--- src/rtl/ctr_route_pkg.sv ---
`timescale 1ns/1ps
// Shared constants and types for the counter clock and gate router.
// Assumes three counter channels per chip and 3-bit select codes.
package ctr_route_pkg;
    localparam int CH_PER_CHIP = 3;
    localparam int CODE_W      = 3;
    localparam int SEL_W       = 2 * CODE_W;
    localparam int NUM_RATES   = 5;

    // clock source codes with behaviour beyond the internal rates
    localparam logic [CODE_W-1:0] CK_PIN    = 3'd0;
    localparam logic [CODE_W-1:0] CK_CHAIN  = 3'd6;
    localparam logic [CODE_W-1:0] CK_SHARED = 3'd7;

    // gate source codes; codes 4..7 are reserved and give a low gate
    localparam logic [CODE_W-1:0] GT_HIGH  = 3'd0;
    localparam logic [CODE_W-1:0] GT_LOW   = 3'd1;
    localparam logic [CODE_W-1:0] GT_PIN   = 3'd2;
    localparam logic [CODE_W-1:0] GT_CHAIN = 3'd3;

    // per-channel select register, gate code in the upper field
    typedef struct packed {
        logic [CODE_W-1:0] gate;
        logic [CODE_W-1:0] clk;
    } chan_sel_t;

    localparam chan_sel_t SEL_RESET = '{gate: GT_PIN, clk: CK_PIN};
endpackage

--- src/rtl/ctr_rate_gen.sv ---
`timescale 1ns/1ps
// Internal rate generator: a chain of divide-by-RATIO stages that turns the
// reference clock into single-cycle enable pulses. tick[0] is every cycle,
// tick[k] one cycle in RATIO**k. No derived clocks are created.
// Assumes RATIO >= 2.
module ctr_rate_gen #(
    parameter int RATIO  = 10,
    parameter int STAGES = 4
) (
    input  logic              clk,
    input  logic              rst_n,
    output logic [STAGES:0]   tick
);
    localparam int           CW   = $clog2(RATIO);
    localparam logic [CW-1:0] LAST = CW'(RATIO - 1);

    assign tick[0] = 1'b1;

    for (genvar k = 1; k <= STAGES; k++) begin : g_stage
        logic [CW-1:0] cnt;

        // advance this decade once per pulse of the faster stage
        always_ff @(posedge clk) begin
            if (!rst_n)
                cnt <= '0;
            else if (tick[k-1])
                cnt <= (cnt == LAST) ? '0 : cnt + 1'b1;
        end

        assign tick[k] = tick[k-1] && (cnt == LAST);

        // a stage pulse always restarts its decade
        a_r3_wrap: assert property (@(posedge clk) disable iff (!rst_n)
            tick[k] |=> (cnt == '0));
        // decade counter never leaves its range
        a_r3_range: assert property (@(posedge clk) disable iff (!rst_n)
            cnt <= LAST);
    end
endmodule

--- src/rtl/ctr_sel_regs.sv ---
`timescale 1ns/1ps
// Select register file: one {gate, clock} code pair per channel.
// Writes to addresses at or beyond NCH are dropped; reads there give 0.
module ctr_sel_regs
    import ctr_route_pkg::*;
#(
    parameter int NCH = 6,
    parameter int AW  = 3
) (
    input  logic                       clk,
    input  logic                       rst_n,
    input  logic                       we,
    input  logic [AW-1:0]              addr,
    input  logic [SEL_W-1:0]           wdata,
    output logic [SEL_W-1:0]           rdata,
    output chan_sel_t [NCH-1:0]        sel
);
    // store a write into the addressed channel
    always_ff @(posedge clk) begin
        if (!rst_n) begin
            for (int i = 0; i < NCH; i++) sel[i] <= SEL_RESET;
        end else if (we) begin
            for (int i = 0; i < NCH; i++)
                if (addr == AW'(i)) sel[i] <= chan_sel_t'(wdata);
        end
    end

    // read back the addressed channel, zero when unmapped
    always_comb begin
        rdata = '0;
        for (int i = 0; i < NCH; i++)
            if (addr == AW'(i)) rdata = sel[i];
    end

    for (genvar i = 0; i < NCH; i++) begin : g_chk
        // an addressed write lands in the register
        a_r2_store: assert property (@(posedge clk) disable iff (!rst_n)
            (we && addr == AW'(i)) |=> (sel[i] == $past(wdata)));
        // other writes leave the register alone
        a_r2_keep: assert property (@(posedge clk) disable iff (!rst_n)
            !(we && addr == AW'(i)) |=> $stable(sel[i]));
    end
endmodule

--- src/rtl/ctr_chan_route.sv ---
`timescale 1ns/1ps
// Per-channel source selection. Purely combinational: picks the clock
// enable and gate from prepared candidates and sets the pin directions.
// Assumes edge detection of level sources is done by the caller.
module ctr_chan_route
    import ctr_route_pkg::*;
#(
    parameter int NRATE = 5
) (
    input  chan_sel_t           sel,
    input  logic [NRATE-1:0]    rate_tick,
    input  logic                pin_clk_rise,
    input  logic                shared_clk_rise,
    input  logic                chain_clk_rise,
    input  logic                pin_gat_lvl,
    input  logic                chain_out_lvl,
    output logic                clk_en,
    output logic                gate,
    output logic                clk_pin_oe,
    output logic                clk_pin_o,
    output logic                gat_pin_oe,
    output logic                gat_pin_o
);
    // choose the clock-enable source
    always_comb begin
        case (sel.clk)
            CK_PIN:    clk_en = pin_clk_rise;
            CK_CHAIN:  clk_en = chain_clk_rise;
            CK_SHARED: clk_en = shared_clk_rise;
            default:   clk_en = rate_tick[sel.clk - 3'd1];
        endcase
    end

    // choose the gate level, reserved codes hold the gate low
    always_comb begin
        case (sel.gate)
            GT_HIGH:  gate = 1'b1;
            GT_LOW:   gate = 1'b0;
            GT_PIN:   gate = pin_gat_lvl;
            GT_CHAIN: gate = !chain_out_lvl;
            default:  gate = 1'b0;
        endcase
    end

    // pins receive only while selected, otherwise carry the routed signal
    always_comb begin
        clk_pin_oe = (sel.clk != CK_PIN);
        clk_pin_o  = clk_pin_oe && clk_en;
        gat_pin_oe = (sel.gate != GT_PIN);
        gat_pin_o  = gat_pin_oe && gate;
    end
endmodule

--- src/rtl/ctr_route_top.sv ---
`timescale 1ns/1ps
// Counter clock and gate router for NUM_CHIPS three-channel counter chips.
// Channel g = chip*3 + n. Chips form a ring: chip 0 follows the last chip.
// Assumes all pin and OUT inputs are synchronous to the 10 MHz clk.
module ctr_route_top
    import ctr_route_pkg::*;
#(
    parameter int NUM_CHIPS = 2,
    parameter int RATIO     = 10,
    localparam int NCH      = NUM_CHIPS * CH_PER_CHIP,
    localparam int AW       = $clog2(NCH)
) (
    input  logic                 clk,
    input  logic                 rst_n,
    input  logic                 cfg_we,
    input  logic [AW-1:0]        cfg_addr,
    input  logic [SEL_W-1:0]     cfg_wdata,
    output logic [SEL_W-1:0]     cfg_rdata,
    input  logic [NCH-1:0]       ch_clk_pin_i,
    input  logic [NCH-1:0]       ch_gat_pin_i,
    input  logic [NUM_CHIPS-1:0] chip_xclk_i,
    input  logic [NCH-1:0]       ch_out_i,
    output logic [NCH-1:0]       ch_clk_en_o,
    output logic [NCH-1:0]       ch_gate_o,
    output logic [NCH-1:0]       ch_clk_pin_oe,
    output logic [NCH-1:0]       ch_clk_pin_o,
    output logic [NCH-1:0]       ch_gat_pin_oe,
    output logic [NCH-1:0]       ch_gat_pin_o
);
    chan_sel_t [NCH-1:0]   sel_q;
    logic [NUM_RATES-1:0]  tick;
    logic [NCH-1:0]        pin_q, out_q;
    logic [NUM_CHIPS-1:0]  xclk_q;
    logic [NCH-1:0]        pin_rise, out_rise;
    logic [NUM_CHIPS-1:0]  xclk_rise;

    ctr_sel_regs #(.NCH(NCH), .AW(AW)) u_regs (
        .clk   (clk),
        .rst_n (rst_n),
        .we    (cfg_we),
        .addr  (cfg_addr),
        .wdata (cfg_wdata),
        .rdata (cfg_rdata),
        .sel   (sel_q)
    );

    ctr_rate_gen #(.RATIO(RATIO), .STAGES(NUM_RATES - 1)) u_rates (
        .clk   (clk),
        .rst_n (rst_n),
        .tick  (tick)
    );

    // remember last-cycle levels of every level source for edge detection
    always_ff @(posedge clk) begin
        if (!rst_n) begin
            pin_q  <= '0;
            out_q  <= '0;
            xclk_q <= '0;
        end else begin
            pin_q  <= ch_clk_pin_i;
            out_q  <= ch_out_i;
            xclk_q <= chip_xclk_i;
        end
    end

    assign pin_rise  = ch_clk_pin_i & ~pin_q;
    assign out_rise  = ch_out_i     & ~out_q;
    assign xclk_rise = chip_xclk_i  & ~xclk_q;

    for (genvar c = 0; c < NUM_CHIPS; c++) begin : g_chip
        localparam int PREV = (c == 0) ? NUM_CHIPS - 1 : c - 1;
        for (genvar n = 0; n < CH_PER_CHIP; n++) begin : g_ch
            localparam int G      = c * CH_PER_CHIP + n;
            localparam int CK_SRC = (n > 0) ? G - 1 : PREV * CH_PER_CHIP + 2;
            localparam int GT_SRC = (n == 2) ? c * CH_PER_CHIP
                                             : PREV * CH_PER_CHIP + n + 1;

            ctr_chan_route #(.NRATE(NUM_RATES)) u_route (
                .sel             (sel_q[G]),
                .rate_tick       (tick),
                .pin_clk_rise    (pin_rise[G]),
                .shared_clk_rise (xclk_rise[c]),
                .chain_clk_rise  (out_rise[CK_SRC]),
                .pin_gat_lvl     (ch_gat_pin_i[G]),
                .chain_out_lvl   (ch_out_i[GT_SRC]),
                .clk_en          (ch_clk_en_o[G]),
                .gate            (ch_gate_o[G]),
                .clk_pin_oe      (ch_clk_pin_oe[G]),
                .clk_pin_o       (ch_clk_pin_o[G]),
                .gat_pin_oe      (ch_gat_pin_oe[G]),
                .gat_pin_o       (ch_gat_pin_o[G])
            );

            // an undriven clock pin carries nothing
            a_r8_clk_quiet: assert property (@(posedge clk) disable iff (!rst_n)
                !ch_clk_pin_oe[G] |-> !ch_clk_pin_o[G]);
            // an undriven gate pin carries nothing
            a_r8_gat_quiet: assert property (@(posedge clk) disable iff (!rst_n)
                !ch_gat_pin_oe[G] |-> !ch_gat_pin_o[G]);
            // gate code 0 holds the gate open
            a_r6_gate_high: assert property (@(posedge clk) disable iff (!rst_n)
                (sel_q[G].gate == GT_HIGH) |-> ch_gate_o[G]);
            // reserved gate codes keep the gate closed
            a_r6_reserved: assert property (@(posedge clk) disable iff (!rst_n)
                sel_q[G].gate[2] |-> !ch_gate_o[G]);
            // a selected own pin held high gives no second enable
            a_r4_single: assert property (@(posedge clk) disable iff (!rst_n)
                (sel_q[G].clk == CK_PIN && ch_clk_pin_i[G]) |=>
                (sel_q[G].clk != CK_PIN || !ch_clk_pin_i[G] || !ch_clk_en_o[G]));
        end
    end
endmodule

--- config.mk ---
export PLATFORM = sky130hd
export DESIGN_NAME = ctr_route_top
export DESIGN_NICKNAME = d
export VERILOG_FILES = /design/src/rtl/ctr_route_pkg.sv /design/src/rtl/ctr_rate_gen.sv /design/src/rtl/ctr_sel_regs.sv /design/src/rtl/ctr_chan_route.sv /design/src/rtl/ctr_route_top.sv
export SDC_FILE = /design/constraint.sdc
export NUM_CORES = 1
export LEC_CHECK = 0
export ABC_AREA = 1
export BUFFER_PORTS_ARGS = -buffer_cell sky130_fd_sc_hd__buf_2
export CAP_MARGIN = 25
export CORE_MARGIN = 2
export CORE_UTILIZATION = 35
export CTS_BUF_LIST = sky130_fd_sc_hd__clkbuf_8
export DETAILED_ROUTE_END_ITERATION = 8
export PLACE_DENSITY_LB_ADDON = 0.12
export SYNTH_ARGS = -nofsm -noshare
export SYNTH_HDL_FRONTEND = slang
export SYNTH_SLANG_ARGS = --single-unit
--- constraint.sdc ---
create_clock -name clk -period 1.9 [get_ports clk]
set_input_delay 0.475 -clock clk [delete_from_list [all_inputs] [get_ports clk]]
set_output_delay 0.475 -clock clk [all_outputs]
set_load 0.02 [all_outputs]
---- Word level (Yosys, flattened, before mapping) ----
Cells that the tools add are included.
cells by class
  bitwise logic cells ..................... 7
  order comparisons ....................... 6
  eq/ne operators ......................... 39
  add/subtract/negate cells ............... 10
  mux-type cells .......................... 33
  reductions and logical operators ........ 47
operators with widths
  operator                                             number
  == test 3 x 2 -> 1 bit (second input constant)       14
  == test 3 bit (second input constant)                14
  zero test 3 bit                                      13
  two-way mux 6 bit                                    6
  one-hot mux 1 bit (3 select lines)                   12
  < comparator 3 x 4 -> 1 bit (second input constant)  6
  binary-select mux 1 bit (select 3 bit)               6
  != test 3 x 2 -> 1 bit (second input constant)       6
  nonzero test 3 bit                                   6
  subtractor 3 x 1 -> 3 bit (second input constant)    6
  adder 4 x 1 -> 4 bit (second input constant)         4
  == test 4 bit (second input constant)                4
  logical AND 1 bit                                    15
  AND 6 bit                                            2
  two-way mux 4 bit                                    3
  inverter 6 bit                                       2
  AND reduction 2 bit                                  6
  zero test 1 bit                                      6
  two-way mux 1 bit                                    6
  == test 3 x 1 -> 1 bit (second input constant)       1
  AND 2 bit                                            1
  inverter 2 bit                                       1
  OR reduction 2 bit                                   1
  inverter 1 bit                                       1
storage, ports and cells
  word-level logic and storage cells ...... 161
  bits of input ports ..................... 32
  bits in registers ....................... 66
  output and inout port bits .............. 42

---- Depth between registers and ports, before layout ----
  depth in word-level cells ............... 8
  depth in mapped cells ................... 10
  mapped depth without buffers ............ 10

---- By module ----
From an unflattened synthesis, not the netlist that was laid out.
unflattened totals
  cell total of the unflattened synthesis .. 717
  area total of the unflattened synthesis .. 4538.1 µm²
modules (own cells, without submodules)
  module          sequential area each (µm²)  cells an instance  instances  area an instance (µm²)
  ctr_sel_regs    720.7                       230                1          1620.3
  ctr_chan_route  0.0                         50                 6          260.2
  ctr_rate_gen    320.3                       116                1          854.6
  ctr_route_top   280.3                       71                 1          501.7

---- Worst setup path after synthesis ----
Ideal clock, no wire load.
  path type ............................... register to output
  start point ............................. reg u_rates.g_stage[1].cnt[0]
  end point ............................... out ch_clk_pin_o[1]
  data required time ...................... 1.425 ns
  cell stages (with the launch flop) ...... 10
  arrival time ............................ 1.438 ns
  setup slack ............................. -0.013 ns
  path buffers ............................ 2
  cells stage by stage .................... dfxtp_1 > ha_1 > nand3b_4 > nor2_8 > buf_8 > nand2_2 > a21oi_2 > nand2_1 > a21oi_2 > buf_4
on the way
  cells in the longest elaborated chain, start to end .. 8
RTL lines
  item                                         RTL line              RTL
  from (decl)                                  ctr_rate_gen.sv:20    logic [CW-1:0] cnt;
  from (signal assigned)                       ctr_rate_gen.sv:27    cnt <= (cnt == LAST) ? '0 : cnt + 1'b1;
  == test 4 bit (*)                            ctr_rate_gen.sv:30    assign tick[k] = tick[k-1] && (cnt == LAST);
  logical AND 1 bit (3 in a row)               ctr_rate_gen.sv:30
  binary-select mux 1 bit (select 3 bit) (*)   ctr_chan_route.sv:30  default: clk_en = rate_tick[sel.clk - 3'd1];
  two-way mux 1 bit (not written as such) (*)  ctr_chan_route.sv:30
  one-hot mux 1 bit (3 select lines) (*)       ctr_chan_route.sv:26  case (sel.clk)
  logical AND 1 bit (*)                        ctr_chan_route.sv:48  clk_pin_o = clk_pin_oe && clk_en;
  to (decl)                                    ctr_route_top.sv:26   output logic [NCH-1:0] ch_clk_pin_o,
Every way passes the cells marked *; elsewhere a longest branch is shown, timed or not. The select of a mux whose other input is x is not followed.

---- Final worst setup path ----
  start point ............................. reg u_rates.g_stage[1].cnt[1]
  end point ............................... out ch_clk_pin_o[5]
The elaborated chain is that of the path after synthesis.

==> metrics.md <==
| Metric | Value |
|---|---|
| Outcome | finished with violations |
| Failing checks | setup timing |
| Post-detail-place hpwl | 8751 um |
| Final setup violation count | 14 |
| Synth-to-Final Area Change | 36.11% |
| Leakage | 0.002873 uW |
| Worst setup EP type | primary output |
| DR vias/cell | 4.771 |
| PortBufs | 73 |
| Area contributors post-synth | dfxtp_1, nand2_1, inv_1, ha_1, buf_4 |
| Initial antenna violation count | 0 |
| Combinational cell fraction of total power | 0.217 |
| DRC viols | 0 |
| Worst Reg-to-Reg Cells | 11 |
| Cells after DPL | 843 |
| Worst R2R Start | u_rates.g_stage[1].cnt[1]$_SDFF_PP0_ |
| Hold Path Origin | chip_xclk_i[1] |
| Worst vdd ir | 399.4 uV |
| Clk root buf | clkbuf_8 |
| Sequential fraction of the synthesis area | 0.3159 |
| Worst Hold End | xclk_q[1]$_SDFF_PN0_ |
| Sequential power share | 0.431 |
| CP Launch Type | flop |
| Die height | 113.3 um |
| Largest net degree at the start of global routing | 26 |
| Clock Pin Slew Worst Setup and Hold Paths | 70 ps |
| Final Hold Fails | 0 |
| First DRT Iteration DRCs | 151 |
| Core area | 0.01156 mm2 |
| NetSw | 996.6 uW |
| Critical path data required time | 1420 ps |
| Worst slew pin tran | 286.9 ps |
| Nets | 786 |
| CTS tree | done |
| Post-Place Cell Area | 0.004860 mm2 |
| Max-Cap Viols | 0 |
| CTS Buf Count | 9 |
| Synth warnings | 0 |
| EDFF count, synth | 0 |
| Pwr/cell area | 597.5 mW/mm2 |
| Design Area, Final | 0.005693 mm2 |
| Clock latency at the later pin of the worst-skew pair | 350 ps |
| Hold Slack | 315.6 ps |
| Drt pass-1 iters | 4 |
| Synth top area share | 0.3159 |
| Min Tclk post-route | 2289 ps |
| Clock power share | 0.352 |
| RSZ-0062 raised after global routing | yes |
| Critical Path Fanout Max | 6 |
| Distinct cells, synth | 37 |
| Count leader, synth | nand2_1 |
| Cells after synthesis | 612 |
| CP arrival | 1810 ps |
| Core Rows | 39 |
| Setup TNS | -3882 ps |
| Final period utilization | 1.205 |
| Initial core utilization | 0.3617 |
| Mean Syn Cell Area | 6.835 um2 |
| Commonest cells post-synth | nand2_1, inv_1, dfxtp_1, nor2_1 |
| CTS max path bufs | 2 |
| Flop2flop setup slack | 240 ps |
| Hold WC Path Type | in2reg |
| N_diodes | 0 |
| Synth area leader | dfxtp_1 |
| First-pass GRT wire length | 18420 um |
| Layout Skew | 2.700 ps |
| Global route total overflow | 0 |
| Routed WL per cell | 13.17 um |
| Routed Antenna Nets | 0 |
| CTS H-tree depth | 3 |
| Hold Path Depth | 3 |
| Fmax | 0.4368 GHz |
| Die area | 0.01284 mm2 |
| Number of synthesized register bits | 66 |
| R2r endpoint | u_rates.g_stage[3].cnt[3]$_SDFFE_PN0P_ |
| Prevailing post-synth register cell | dfxtp_1 |
| Finished Layout Cells | 876 |
| GPL Wtd Cong | 0.8524 |
| Worst slew margin | 0.8073 |
| Final-report max-slew violation count | 0 |
| PnR worst setup slack | -389.4 ps |
| Internal Power | 2405 uW |
| Layout cells sized above 1 | 0.4216 |
| Post-synthesis cell area | 0.004183 mm2 |
| DIE WIDTH | 113.3 um |
| WS Path Type | reg2out |
| Routed vias | 4179 |
| # clock sinks | 66 |
| Total wire length | 11530 um |
| Vias in the first global route | 3835 |
| Syn Nets | 670 |
| Gr usage total | 0.1796 |
| Sw frac | 0.2930 |
| I/O pin total | 74 |
| Share of synthesized registers carrying an async set or reset | 0 |
==> final cells by class <==
type                    count  area, um2
clock buffers              11      151.4
clock inverters             5      46.29
fillers                  1178       5872
inverters                 113      434.2
multi-input cells         389       2440
flip-flops and latches     66       1358
well taps                 143      178.9
repair buffers            149       1085
==> registers in the layout (all words and copies together), names as in the netlist <==
signal and flops:
xclk_q 2, pin_q 6, out_q 6, u_regs.sel 36
u_rates.g_stage.cnt 16
==> power by group through the flow <==
stage	combinational [uW]	clock (uW)	sequential (uW)
after floorplan	445	0	1490
after global placement	605	0	1490
after detailed placement	610	0	1490
after CTS	672	1240	1460
after global routing	809	1290	1470
final	737	1200	1470
==> cell usage in the layout (no fill, tap or decap), drive strengths merged, types with 12 or more instances in the layout <==
cell type / synthesis / routed
nor3: 12 / 12
o21ai: 48 / 48
buf: 39 / 149
nand2: 129 / 129
dfxtp: 66 / 66
ha: 26 / 26
a21oi: 53 / 53
inv: 113 / 116
nand3: 13 / 13
nor2: 57 / 57
==> what timing repair did <==
action | 4_1_cts | 5_1_grt
buffers inserted | 12 | 5
gates resized for setup | 86 | 100
pin swaps | 23 | 34
setup endpoints to repair | 27 | 27
hold buffers | 0 | 0
==> critical path, cell delays in order, from the launching register on <==
cell and delay [ps]:
dfxtp_2 330, inv_2 60, ha_4 140, nand3b_4 110
nor2_8 150, buf_4 130, nand4_1 80, nand2_1 90
nand2_2 70, a21oi_2 150, buf_4 160
==> metrics by stage <==
step                power (uW)  setup WS [ps]    util
floorplan                 1932          22.67       -
global placement          2094         -104.6  0.4202
detailed placement        2100         -143.7  0.4202
CTS                       3370         -425.5  0.4640
global route              3569         -496.3  0.4923
finish                    3402         -389.4  0.4923
==> cells by family after synthesis <==
logic type               Yosys count  synth area share
buffers and inverters            157            0.1762
adder cells (fa/ha/maj)           26           0.07777
AO/OA/AOI/OAI                    133            0.1828
flip-flops                        66            0.3159
AND/OR/NAND/NOR                  222            0.2306
XOR/XNOR                           8           0.01675
==> how the worst max path moves through the flow <==
stage / from / endpoint / slack, ps / cells past startpoint
detailed placement: u_rates.g_stage[1].cnt[1]$_SDFF_PP0_ / ch_clk_pin_o[5] / -140 / 9
global placement: u_regs.sel[25]$_SDFFE_PN0P_ / ch_clk_pin_o[4] / -100 / 10
CTS: u_rates.g_stage[1].cnt[1]$_SDFF_PP0_ / ch_clk_pin_o[0] / -430 / 10
floorplan: u_rates.g_stage[1].cnt[0]$_SDFF_PP0_ / ch_clk_pin_o[0] / 20 / 9
finish: u_rates.g_stage[1].cnt[1]$_SDFF_PP0_ / ch_clk_pin_o[5] / -390 / 10
global route: u_rates.g_stage[1].cnt[1]$_SDFF_PP0_ / ch_clk_pin_o[5] / -500 / 10
==> per-layer routing <==
| metal | GRT usage | wire length (um) |
|---|---|---|
| met5 | 0 | 0 |
| met4 | 0.05854 | 287 |
| met2 | 0.2942 | 5411 |
| met3 | 0.04071 | 467 |
| met1 | 0.2344 | 5366 |
Power figures use the tool's default switching activity.
